**config.mk**
```make
export PLATFORM = sky130hd
export DESIGN_NAME = cal_alarm_rtc
export DESIGN_NICKNAME = d
export VERILOG_FILES = /design/src/rtl/cal_pkg.sv /design/src/rtl/cal_counter.sv /design/src/rtl/cal_alarm_cmp.sv /design/src/rtl/cal_irq_ctrl.sv /design/src/rtl/cal_alarm_rtc.sv
export SDC_FILE = /design/constraint.sdc
export NUM_CORES = 1
export LEC_CHECK = 0
export CAP_MARGIN = 20
export CELL_PAD_IN_SITES_DETAIL_PLACEMENT = 1
export CELL_PAD_IN_SITES_GLOBAL_PLACEMENT = 1
export CORE_MARGIN = 8
export CORE_UTILIZATION = 39
export CTS_BUF_LIST = sky130_fd_sc_hd__clkbuf_4
export CTS_CLUSTER_DIAMETER = 50
export CTS_CLUSTER_SIZE = 16
export DETAILED_ROUTE_END_ITERATION = 8
export GPL_TIMING_DRIVEN = 0
export PLACE_DENSITY = 0.95
export RECOVER_POWER = 25
export REMOVE_ABC_BUFFERS = 1
export SLEW_MARGIN = 0
export SYNTH_ARGS = -nofsm -noshare
export SYNTH_HDL_FRONTEND = slang
export SYNTH_SLANG_ARGS = --single-unit
```
**constraint.sdc**
```tcl
create_clock -name clk -period 5.1 [get_ports clk]
set_input_delay 1.02 -clock clk [delete_from_list [all_inputs] [get_ports clk]]
set_output_delay 1.02 -clock clk [all_outputs]
set_load 0.05 [all_outputs]
```
**src/rtl/cal_pkg.sv**
```systemverilog
package cal_pkg;

    localparam int SEC_W   = 6;
    localparam int MIN_W   = 6;
    localparam int HOUR_W  = 5;
    localparam int DOM_W   = 5;
    localparam int DOW_W   = 3;
    localparam int MON_W   = 4;
    localparam int YEAR_W  = 7;
    localparam int NUM_FIELDS = 7;
    localparam int FIELD_W = YEAR_W;
    localparam int TIME_W  = SEC_W + MIN_W + HOUR_W + DOM_W + DOW_W + MON_W + YEAR_W;
    localparam int EN_W    = 3;
    localparam int STA_W   = 2;

    localparam logic [SEC_W-1:0]  SEC_LAST   = SEC_W'(59);
    localparam logic [MIN_W-1:0]  MIN_LAST   = MIN_W'(59);
    localparam logic [HOUR_W-1:0] HOUR_LAST  = HOUR_W'(23);
    localparam logic [DOW_W-1:0]  DOW_LAST   = DOW_W'(6);
    localparam logic [MON_W-1:0]  MON_LAST   = MON_W'(12);
    localparam logic [YEAR_W-1:0] YEAR_NOLEAP = YEAR_W'(100);

    // Field order matches the external time bus (MSB first).
    typedef struct packed {
        logic [YEAR_W-1:0] year;
        logic [MON_W-1:0]  month;
        logic [DOW_W-1:0]  dow;
        logic [DOM_W-1:0]  dom;
        logic [HOUR_W-1:0] hour;
        logic [MIN_W-1:0]  min;
        logic [SEC_W-1:0]  sec;
    } cal_time_t;

    // Mask bit index of each field; the day-of-week position is fixed at 4.
    typedef enum int {
        FLD_SEC  = 0,
        FLD_MIN  = 1,
        FLD_HOUR = 2,
        FLD_DOM  = 3,
        FLD_DOW  = 4,
        FLD_MON  = 5,
        FLD_YEAR = 6
    } field_e;

    // Bit 0 alarm enable, bit 1 tick enable, bit 2 one-shot select.
    typedef struct packed {
        logic oneshot;
        logic tick_en;
        logic alarm_en;
    } irq_en_t;

    // Bit 0 alarm seen, bit 1 tick seen.
    typedef struct packed {
        logic tick;
        logic alarm;
    } irq_sta_t;

    localparam cal_time_t TIME_AT_RESET = '{
        year:  '0,
        month: MON_W'(1),
        dow:   '0,
        dom:   DOM_W'(1),
        hour:  '0,
        min:   '0,
        sec:   '0
    };

    function automatic logic is_leap(input logic [YEAR_W-1:0] yr);
        return (yr[1:0] == 2'b00) && (yr != YEAR_NOLEAP);
    endfunction

    function automatic logic [DOM_W-1:0] days_in_month(input logic [MON_W-1:0] mon,
                                                       input logic [YEAR_W-1:0] yr);
        logic [DOM_W-1:0] d;
        case (mon)
            MON_W'(2):                         d = is_leap(yr) ? DOM_W'(29) : DOM_W'(28);
            MON_W'(4), MON_W'(6),
            MON_W'(9), MON_W'(11):             d = DOM_W'(30);
            default:                           d = DOM_W'(31);
        endcase
        return d;
    endfunction

    function automatic logic [FIELD_W-1:0] field_val(input cal_time_t t, input int idx);
        logic [FIELD_W-1:0] v;
        case (idx)
            FLD_SEC:  v = FIELD_W'(t.sec);
            FLD_MIN:  v = FIELD_W'(t.min);
            FLD_HOUR: v = FIELD_W'(t.hour);
            FLD_DOM:  v = FIELD_W'(t.dom);
            FLD_DOW:  v = FIELD_W'(t.dow);
            FLD_MON:  v = FIELD_W'(t.month);
            default:  v = t.year;
        endcase
        return v;
    endfunction

endpackage

```
**src/rtl/cal_counter.sv**
```systemverilog
module cal_counter
    import cal_pkg::*;
(
    input  logic      clk,
    input  logic      rst,
    input  logic      tick,
    input  logic      load,
    input  cal_time_t load_val,
    output cal_time_t cur
);

    cal_time_t        nxt;
    logic [DOM_W-1:0] month_len;
    logic             sec_wrap, min_wrap, hour_wrap, dom_wrap, mon_wrap;

    always_comb begin
        month_len = days_in_month(cur.month, cur.year);
        sec_wrap  = cur.sec   >= SEC_LAST;
        min_wrap  = cur.min   >= MIN_LAST;
        hour_wrap = cur.hour  >= HOUR_LAST;
        dom_wrap  = cur.dom   >= month_len;
        mon_wrap  = cur.month >= MON_LAST;
    end

    always_comb begin
        nxt = cur;
        if (load) begin
            nxt = load_val;
        end else if (tick) begin
            if (!sec_wrap) begin
                nxt.sec = cur.sec + 1'b1;
            end else begin
                nxt.sec = '0;
                if (!min_wrap) begin
                    nxt.min = cur.min + 1'b1;
                end else begin
                    nxt.min = '0;
                    if (!hour_wrap) begin
                        nxt.hour = cur.hour + 1'b1;
                    end else begin
                        nxt.hour = '0;
                        nxt.dow  = (cur.dow >= DOW_LAST) ? '0 : cur.dow + 1'b1;
                        if (!dom_wrap) begin
                            nxt.dom = cur.dom + 1'b1;
                        end else begin
                            nxt.dom = DOM_W'(1);
                            if (!mon_wrap) begin
                                nxt.month = cur.month + 1'b1;
                            end else begin
                                nxt.month = MON_W'(1);
                                nxt.year  = cur.year + 1'b1;
                            end
                        end
                    end
                end
            end
        end
    end

    always_ff @(posedge clk) begin
        if (rst) cur <= TIME_AT_RESET;
        else     cur <= nxt;
    end

    AST_LOAD_WINS: assert property (@(posedge clk) disable iff (rst)
        load |=> (cur == $past(load_val)));

    AST_IDLE_HOLDS: assert property (@(posedge clk) disable iff (rst)
        (!load && !tick) |=> $stable(cur));

    AST_SEC_STEP: assert property (@(posedge clk) disable iff (rst)
        (tick && !load && cur.sec < SEC_LAST) |=> (cur.sec == $past(cur.sec) + 1'b1));

    AST_DOW_ONLY_ON_DAY: assert property (@(posedge clk) disable iff (rst)
        (tick && !load && cur.hour < HOUR_LAST) |=> $stable(cur.dow));

endmodule

```
**src/rtl/cal_alarm_cmp.sv**
```systemverilog
module cal_alarm_cmp
    import cal_pkg::*;
(
    input  cal_time_t              cur,
    input  cal_time_t              alarm,
    input  logic [NUM_FIELDS-1:0]  mask,
    output logic                   match
);

    logic [NUM_FIELDS-1:0] field_ok;

    for (genvar i = 0; i < NUM_FIELDS; i++) begin : g_field
        assign field_ok[i] = mask[i] || (field_val(cur, i) == field_val(alarm, i));
    end

    assign match = &field_ok;

endmodule

```
**src/rtl/cal_irq_ctrl.sv**
```systemverilog
module cal_irq_ctrl
    import cal_pkg::*;
(
    input  logic             clk,
    input  logic             rst,
    input  logic             tick_evt,
    input  logic             alarm_match,
    input  logic             en_wr,
    input  logic [EN_W-1:0]  en_wdata,
    input  logic             clr_wr,
    input  logic [STA_W-1:0] clr_mask,
    output irq_en_t          en_q,
    output irq_sta_t         sta_q,
    output logic             irq_n
);

    irq_en_t  en_nxt;
    irq_sta_t sta_nxt, clr_sel;
    logic     alarm_fire;

    assign alarm_fire = tick_evt && alarm_match && en_q.alarm_en;
    assign clr_sel    = clr_wr ? irq_sta_t'(clr_mask) : '0;

    always_comb begin
        en_nxt = en_q;
        if (en_wr)
            en_nxt = irq_en_t'(en_wdata);
        else if (alarm_fire && en_q.oneshot)
            en_nxt.alarm_en = 1'b0;
    end

    always_comb begin
        sta_nxt.alarm = alarm_fire || (sta_q.alarm && !clr_sel.alarm);
        sta_nxt.tick  = (tick_evt && en_q.tick_en) || (sta_q.tick && !clr_sel.tick);
    end

    always_ff @(posedge clk) begin
        if (rst) begin
            en_q  <= '0;
            sta_q <= '0;
        end else begin
            en_q  <= en_nxt;
            sta_q <= sta_nxt;
        end
    end

    assign irq_n = !((sta_q.alarm && en_q.alarm_en) || (sta_q.tick && en_q.tick_en));

    AST_ONESHOT_DISARMS: assert property (@(posedge clk) disable iff (rst)
        (alarm_fire && en_q.oneshot && !en_wr) |=> !en_q.alarm_en);

    AST_ALARM_NEEDS_EN: assert property (@(posedge clk) disable iff (rst)
        $rose(sta_q.alarm) |-> $past(en_q.alarm_en));

    AST_STA_STICKY: assert property (@(posedge clk) disable iff (rst)
        (sta_q.tick && !(clr_wr && clr_mask[1])) |=> sta_q.tick);

    AST_IRQ_HAS_CAUSE: assert property (@(posedge clk) disable iff (rst)
        !irq_n |-> (sta_q != '0));

endmodule

```
**src/rtl/cal_alarm_rtc.sv**
```systemverilog
module cal_alarm_rtc
    import cal_pkg::*;
(
    input  logic                  clk,
    input  logic                  rst,
    input  logic                  sec_tick,
    input  logic                  time_wr,
    input  logic [TIME_W-1:0]     time_wdata,
    input  logic                  alarm_wr,
    input  logic [TIME_W-1:0]     alarm_wdata,
    input  logic                  mask_wr,
    input  logic [NUM_FIELDS-1:0] mask_wdata,
    input  logic                  en_wr,
    input  logic [EN_W-1:0]       en_wdata,
    input  logic                  sta_clr_wr,
    input  logic [STA_W-1:0]      sta_clr_mask,
    output logic [TIME_W-1:0]     time_q,
    output logic [EN_W-1:0]       irq_en_q,
    output logic [STA_W-1:0]      irq_sta_q,
    output logic                  irq_n
);

    cal_time_t             cur_time;
    cal_time_t             alarm_q;
    logic [NUM_FIELDS-1:0] mask_q;
    logic                  tick_d;
    logic                  match;
    irq_en_t               en_s;
    irq_sta_t              sta_s;

    always_ff @(posedge clk) begin
        if (rst) begin
            alarm_q <= '0;
            mask_q  <= '0;
            tick_d  <= 1'b0;
        end else begin
            if (alarm_wr) alarm_q <= cal_time_t'(alarm_wdata);
            if (mask_wr)  mask_q  <= mask_wdata;
            tick_d <= sec_tick && !time_wr;
        end
    end

    cal_counter u_counter (
        .clk      (clk),
        .rst      (rst),
        .tick     (sec_tick),
        .load     (time_wr),
        .load_val (cal_time_t'(time_wdata)),
        .cur      (cur_time)
    );

    cal_alarm_cmp u_cmp (
        .cur   (cur_time),
        .alarm (alarm_q),
        .mask  (mask_q),
        .match (match)
    );

    cal_irq_ctrl u_irq (
        .clk         (clk),
        .rst         (rst),
        .tick_evt    (tick_d),
        .alarm_match (match),
        .en_wr       (en_wr),
        .en_wdata    (en_wdata),
        .clr_wr      (sta_clr_wr),
        .clr_mask    (sta_clr_mask),
        .en_q        (en_s),
        .sta_q       (sta_s),
        .irq_n       (irq_n)
    );

    assign time_q    = cur_time;
    assign irq_en_q  = en_s;
    assign irq_sta_q = sta_s;

    AST_TICK_STATUS: assert property (@(posedge clk) disable iff (rst)
        (tick_d && en_s.tick_en) |=> irq_sta_q[1]);

endmodule

```
==> metrics.md, run 1 <==
| Metric | Value |
|---|---|
| Status | finished with violations |
| IO buf count | 133 |
| HP Start | u_irq.sta_q[0] |
| Worst-case hold path end point | u_irq.sta_q[0] |
| Worst setup SP type | primary input |
| Clock transition at path regs | 0.14 ns |
| Fin crit share | 65.9% |
| Detail Route Antenna Nets | 0 |
| Tot Pwr | 0.00153 W |
| Comb power frac | 24.6% |
| Share of the synthesized area in the top cell type | 37.9% |
| DP Area | 0.00588 mm² |
| Row count | 39 |
| Fraction of layout cells with a size suffix above 1 | 4.70% |
| Diode count | 0 |
| FMAX | 298 MHz |
| Die Wd | 123 µm |
| RSZ-0062 raised after global routing | no |
| Slew Limit Fails | 19 |
| Failing checks | capacitance limit, slew limit |
| Pwr dens | 255 mW/mm² |
| Number of global-route vias before repair | 4772 |
| Synthesized area | 0.00449 mm² |
| Chip Height | 123 µm |
| First-pass GRT wire length | 24600 µm |
| Syn Area/Cell | 8.64 µm² |
| Flops & latches, synth | 85 |
| CP required | 5.41 ns |
| Clock skew | 0.0134 ns |
| Largest net degree at the start of global routing | 84 |
| Final non-filler cell area | 0.00599 mm² |
| Synth area leaders | dfxtp_1 38%, mux2i_1 11%, nor2_1 7.1% |
| Int Power | 0.00103 W |
| Ys async rst share | 0% |
| Warning count from the yosys run | 0 |
| Hold Violations, Final | 0 |
| R2r setup slk | 2.11 ns |
| H-tree levels | 3 |
| Synth cell count leaders | 85 x dfxtp_1, 85 x nor2_1, 48 x mux2i_1 |
| Max clock buf depth | 2 |
| Worst setup EP type | flip-flop |
| Total grt overflow | 0 |
| CP max FO | 19 |
| Initial core utilization | 39.7% |
| # IOs | 134 |
| Netlist cell types | 53 |
| Max_cap viols | 1 |
| CTS buffer count | 9 |
| Hold/Removal Path Class | flip-flop to flip-flop |
| Met3 Resource Use GR | 5.57% |
| Vias | 4271 |
| Worst Path Arrival | 3.68 ns |
| CTS sink count | 85 |
| Area leader, netlist | dfxtp_1 |
| Core Area | 0.0113 mm² |
| Top FF cell, synth | dfxtp_1 |
| CTS Hold Bufs | 0 |
| Postcts setup bufs | 0 |
| Initial drt markers | 208 |
| RePlAce Congestion | 0.834 |
| CTS tree | done |
| Resize count post-CTS | 0 |
| Final min period | 3.36 ns |
| GR peak layer | met2 |
| Reg2reg path depth | 12 |
| GRT Total Usage | 20.5% |
| Nets | 739 |
| Grt met2 use | 36.3% |
| Power share of the clock group | 25.7% |
| Pin slew with the least headroom to its limit | 1.54 ns |
| Initial antenna violation count | 0 |
| WS Path Type | primary input to flip-flop |
| P_sw | 0.000499 W |
| Peak supply drop | 0.000150 V |
| Final setup vio count | 0 |
| Sequential fraction of the synthesis area | 37.9% |
| Post-synth EDFFs | 0 |
| Sw Ratio | 32.7% |
| Reg-to-reg critical path startpoint | u_counter.cur[25] |
| CTS root buf | clkbuf_4 |
| Static Leak | 2.48 nW |
| WL per Instance | 19.7 µm |
| Number of remaining DRC errors | 0 |
| TritonRoute pass-1 iters | 4 |
| Die Area | 0.0152 mm² |
| Area grow syn2layout | 33.4% |
| Via density | 5.47 |
| Post-Syn Instances | 520 |
| WHS Path Cells | 2 |
| Met1 Use GR | 22.9% |
| Worst skew pair latency | 0.45 ns |
| Final wirelength | 15300 µm |
| RR Endpoint | u_counter.cur[35] |
| Post-DP HPWL | 11700 µm |
| Max-Slew Margin vs Limit | -2.88% |
| Register share of total power | 49.6% |
## per-stage QoR
stage	std cells	TNS [ns]	worst slack [ns]	util, %	hold slack (ns)
final	781	0	1.74	52.9	0.527
after global routing	781	0	1.57	52.9	0.550
after CTS	781	0	1.99	53.1	0.531
after detailed placement	765	0	1.51	52.0	0.508
after global placement	763	-8.79	-0.687	51.7	0.474
after floorplan	487	0	2.18	-	0.461
## state kept, by name, summed over array words and instances (netlist names)
register,cells
alarm_q,36
mask_q,7
tick_d,1
u_counter.cur,36
u_irq.en_q,3
u_irq.sta_q,2
## worst max-delay path: stages
cell	delay (ns)
clkbuf_1	1.00
clkbuf_1	1.19
mux2i_1	0.36
nor2_1	0.08
## cell families after synthesis
kind of cell	Yosys count	share of synthesized area (%)
and+or+nand+nor	179	17.9
AOI/OAI and AO/OA	107	17.5
DFF	85	37.9
buffers and inverters	48	4.57
muxes	48	10.7
xor gates and xnor gates	39	7.60
adders and majority gates	14	3.90
## power by group through the flow
stage | Combinational [W] | Clock, W | Sequential (W)
3_5_place_dp | 0.000378 | 0 | 0.000773
6_report | 0.000376 | 0.000393 | 0.000758
2_1_floorplan | 0.000132 | 0 | 0.000824
3_3_place_gp | 0.000364 | 0 | 0.000768
4_1_cts | 0.000381 | 0.000400 | 0.000758
5_1_grt | 0.000408 | 0.000426 | 0.000764
## final cells by class
type                       instances  area [µm²]
clock buffer                      10        75.1
timing repair buffer             135        1340
multi-input combinational        387        2590
fill                            1348        5330
inverter                          15        56.3
sequential                        85        1700
tap                              143         179
clock inverter                     6        53.8
## worst max path at each step
stage,depth (start not counted),start,end
final,4,alarm_wr,alarm_q[32]
after global routing,4,alarm_wr,alarm_q[32]
after CTS,7,time_wr,u_counter.cur[30]
after detailed placement,7,time_wr,u_counter.cur[30]
after global placement,7,time_wr,u_counter.cur[30]
after floorplan,12,u_counter.cur[25],u_counter.cur[17]
## placed cells by master, fill, tap and decap left out, types with 15 or more instances in the layout
cell	count
dfxtp_1	85
o21ai_0	20
nor3_1	17
xor2_1	26
nand2_1	33
nor2_1	85
inv_1	15
a21oi_1	21
clkdlybuf4s50_1	129
mux2i_1	48
## layer usage
metal / share of wire (%) / vias up
met5: 0 / -
li1: - / 2071
met3: 7.2 / 17
met4: 1.7 / 0
met2: 50 / 127
met1: 41 / 2056
No activity file was read; power rests on OpenSTA's default activity.
==> run 2: changes to the inputs <==
--- a/config.mk
+++ b/config.mk
@@ -9,7 +9,7 @@
 export CELL_PAD_IN_SITES_DETAIL_PLACEMENT = 1
 export CELL_PAD_IN_SITES_GLOBAL_PLACEMENT = 1
 export CORE_MARGIN = 8
-export CORE_UTILIZATION = 39
+export CORE_UTILIZATION = 36
 export CTS_BUF_LIST = sky130_fd_sc_hd__clkbuf_4
 export CTS_CLUSTER_DIAMETER = 50
 export CTS_CLUSTER_SIZE = 16
==> constraint.sdc (replaced) <==
create_clock -name clk -period 3.48 [get_ports clk]
set_input_delay 0.696 -clock clk [delete_from_list [all_inputs] [get_ports clk]]
set_output_delay 0.696 -clock clk [all_outputs]
set_load 0.05 [all_outputs]
==> run 2 against run 1 <==
The run still ends with capacitance limit, slew limit left; total power rose by 46%; die area rose by 7.2%; clock power up 45%; first-iteration DRC count shrank 3.8%; combinational power rose by 46%; sequential share of layout area shrank 0.24 points; routed wire length decreased by 2.6%; largest power group unchanged.
==> metrics.md, run 2 (synthesized netlist as in run 1, its figures left out) <==
| Metric | Value |
|---|---|
| Status | finished with violations |
| Failing checks | capacitance limit, slew limit |
| Fin crit share | 87.6% |
| Commonest non-fill, non-tap cell in the layout | clkdlybuf4s50_1 |
| Slowest CP cell | a41oi_1 |
| Vias | 4278 |
| Worst skew pair latency | 0.46 ns |
| Number of remaining DRC errors | 0 |
| Nets | 739 |
| Core Area | 0.0124 mm² |
| IO buf count | 133 |
| Initial core utilization | 36.2% |
| CTS buffer count | 9 |
| Peak supply drop | 0.000186 V |
| Register Area | 0.00170 mm² |
| Power share of the clock group | 25.6% |
| Resize count post-CTS | 0 |
| Slew Limit Fails | 84 |
| Clock skew | 0.0222 ns |
| Die Area | 0.0163 mm² |
| Total grt overflow | 0 |
| Max_cap viols | 1 |
| CP required | 3.78 ns |
| Worst Path Buf+Inv | 1 |
| Pwr dens | 369 mW/mm² |
| CTS sink count | 85 |
| GRT Total Usage | 18.8% |
| TritonRoute pass-1 iters | 4 |
| Int Power | 0.00152 W |
| RSZ-0062 raised after global routing | no |
| Initial antenna violation count | 0 |
| CTS root buf | clkbuf_4 |
| Reg2reg path depth | 12 |
| Largest regs | alarm_q x36, u_counter.cur x36, mask_q x7 |
| Final setup vio count | 0 |
| Row count | 41 |
| M1 wire length | 6380 µm |
| RePlAce Congestion | 0.815 |
| Largest net degree at the start of global routing | 84 |
| Detail Route Antenna Nets | 0 |
| Worst Path Arrival | 3.35 ns |
| Hold Violations, Final | 0 |
| WL per Instance | 18.5 µm |
| Diode count | 0 |
| Max clock buf depth | 2 |
| Core Util, Final | 48.7% |
| Clock transition at path regs | 0.13 ns |
| Final WS setup | 0.431 ns |
| Final min period | 3.05 ns |
| Layout Cells excl Fill | 809 |
| Hold/Removal Path Class | flip-flop to flip-flop |
| Initial drt markers | 200 |
| Fraction of layout cells with a size suffix above 1 | 4.71% |
| Via density | 5.29 |
| Register share of total power | 49.7% |
| Static Leak | 2.48 nW |
| H-tree levels | 3 |
| Max incr delay on CP | 0.63 ns |
| Place WS | 0.0720 ns |
| Multi-input combinational cell area | 0.00259 mm² |
| DR WL met2 | 7370 µm |
| WS Path Type | flip-flop to flip-flop |
| WHS Path Cells | 2 |
| Sw Ratio | 31.7% |
| CP top delay family | compound AO/OA/AOI/OAI gates |
| Number of global-route vias before repair | 4783 |
| Crit-path cells | inv_1 > ha_1 > o21ai_0 > nand2_1 > o21ai_0 > ha_1 > nand2b_1 > a21o_1 > a41oi_1 > nor2_4 > a22oi_1 > nor2_1 |
| FMAX | 328 MHz |
| Placed cell count | 794 |
| Metal3 WL | 868 µm |
| CTS Hold Bufs | 0 |
| CP max FO | 7 |
| Comb power frac | 24.7% |
| Worst setup SP type | flip-flop |
| Area grow syn2layout | 34.5% |
| Most frequent cells in the layout | 130 x clkdlybuf4s50_1, 85 x nor2_1, 85 x dfxtp_1 |
| Worst setup EP type | flip-flop |
| Max-Slew Margin vs Limit | -18.3% |
| Die Wd | 128 µm |
| Crit path depth | 12 |
| Pin slew with the least headroom to its limit | 1.77 ns |
| P_sw | 0.000706 W |
| Final wirelength | 14900 µm |
| DR top layer | met4 |
| Chip Height | 128 µm |
| Postcts setup bufs | 0 |
| Fillers | 1471 |
| Post-DP HPWL | 11400 µm |
| # IOs | 134 |
| First-pass GRT wire length | 24400 µm |
| CTS tree | done |
==> run 2: power by group through the flow <==
stage	logic, W	clock network, W	registers [W]
5_1_grt	0.000594	0.000635	0.00112
3_5_place_dp	0.000551	0	0.00113
3_3_place_gp	0.000534	0	0.00113
6_report	0.000550	0.000571	0.00111
4_1_cts	0.000555	0.000594	0.00111
2_1_floorplan	0.000194	0	0.00121
==> run 2: cell type report <==
class | instances | area share (%)
flip-flops and latches | 85 | 28.2
clock inverters | 3 | 0.621
well taps | 172 | 3.56
repair buffers | 135 | 22.4
inverters | 15 | 0.932
multi-input cells | 387 | 42.8
clock buffers | 12 | 1.49
==> run 2: layer usage <==
layer | global-route usage (%) | vias to the layer above
li1 | - | 2074
met2 | 32.6 | 111
met5 | 0 | -
met4 | 8.88 | 0
met1 | 21.1 | 2070
met3 | 5.03 | 23
==> run 2: path summary, 6_finish.rpt <==
path | to | startpoint | slack (ns)
worst max-delay path | u_counter.cur[28] | u_counter.cur[25] | 0.43
worst min-delay path | u_irq.sta_q[0] | u_irq.sta_q[0] | 0.50
worst max register to register | u_counter.cur[28] | u_counter.cur[25] | 0.43
worst min register to register | u_irq.sta_q[0] | u_irq.sta_q[0] | 0.50
==> run 2: metrics by stage <==
step	total power, W	hold WS [ns]	setup TNS (ns)	cell area, µm²
floorplan	0.00140	0.461	0	4340
global placement	0.00166	0.468	-61.01	5890
detailed placement	0.00168	0.492	0	5920
CTS	0.00226	0.510	0	6050
global route	0.00235	0.526	0	6040
finish	0.00223	0.499	0	6040
==> run 2: tightest hold or removal path, stage by stage (launching register included) <==
cell and delay [ns]:
dfxtp_1 0.35, nand2_1 0.06, a21oi_1 0.06
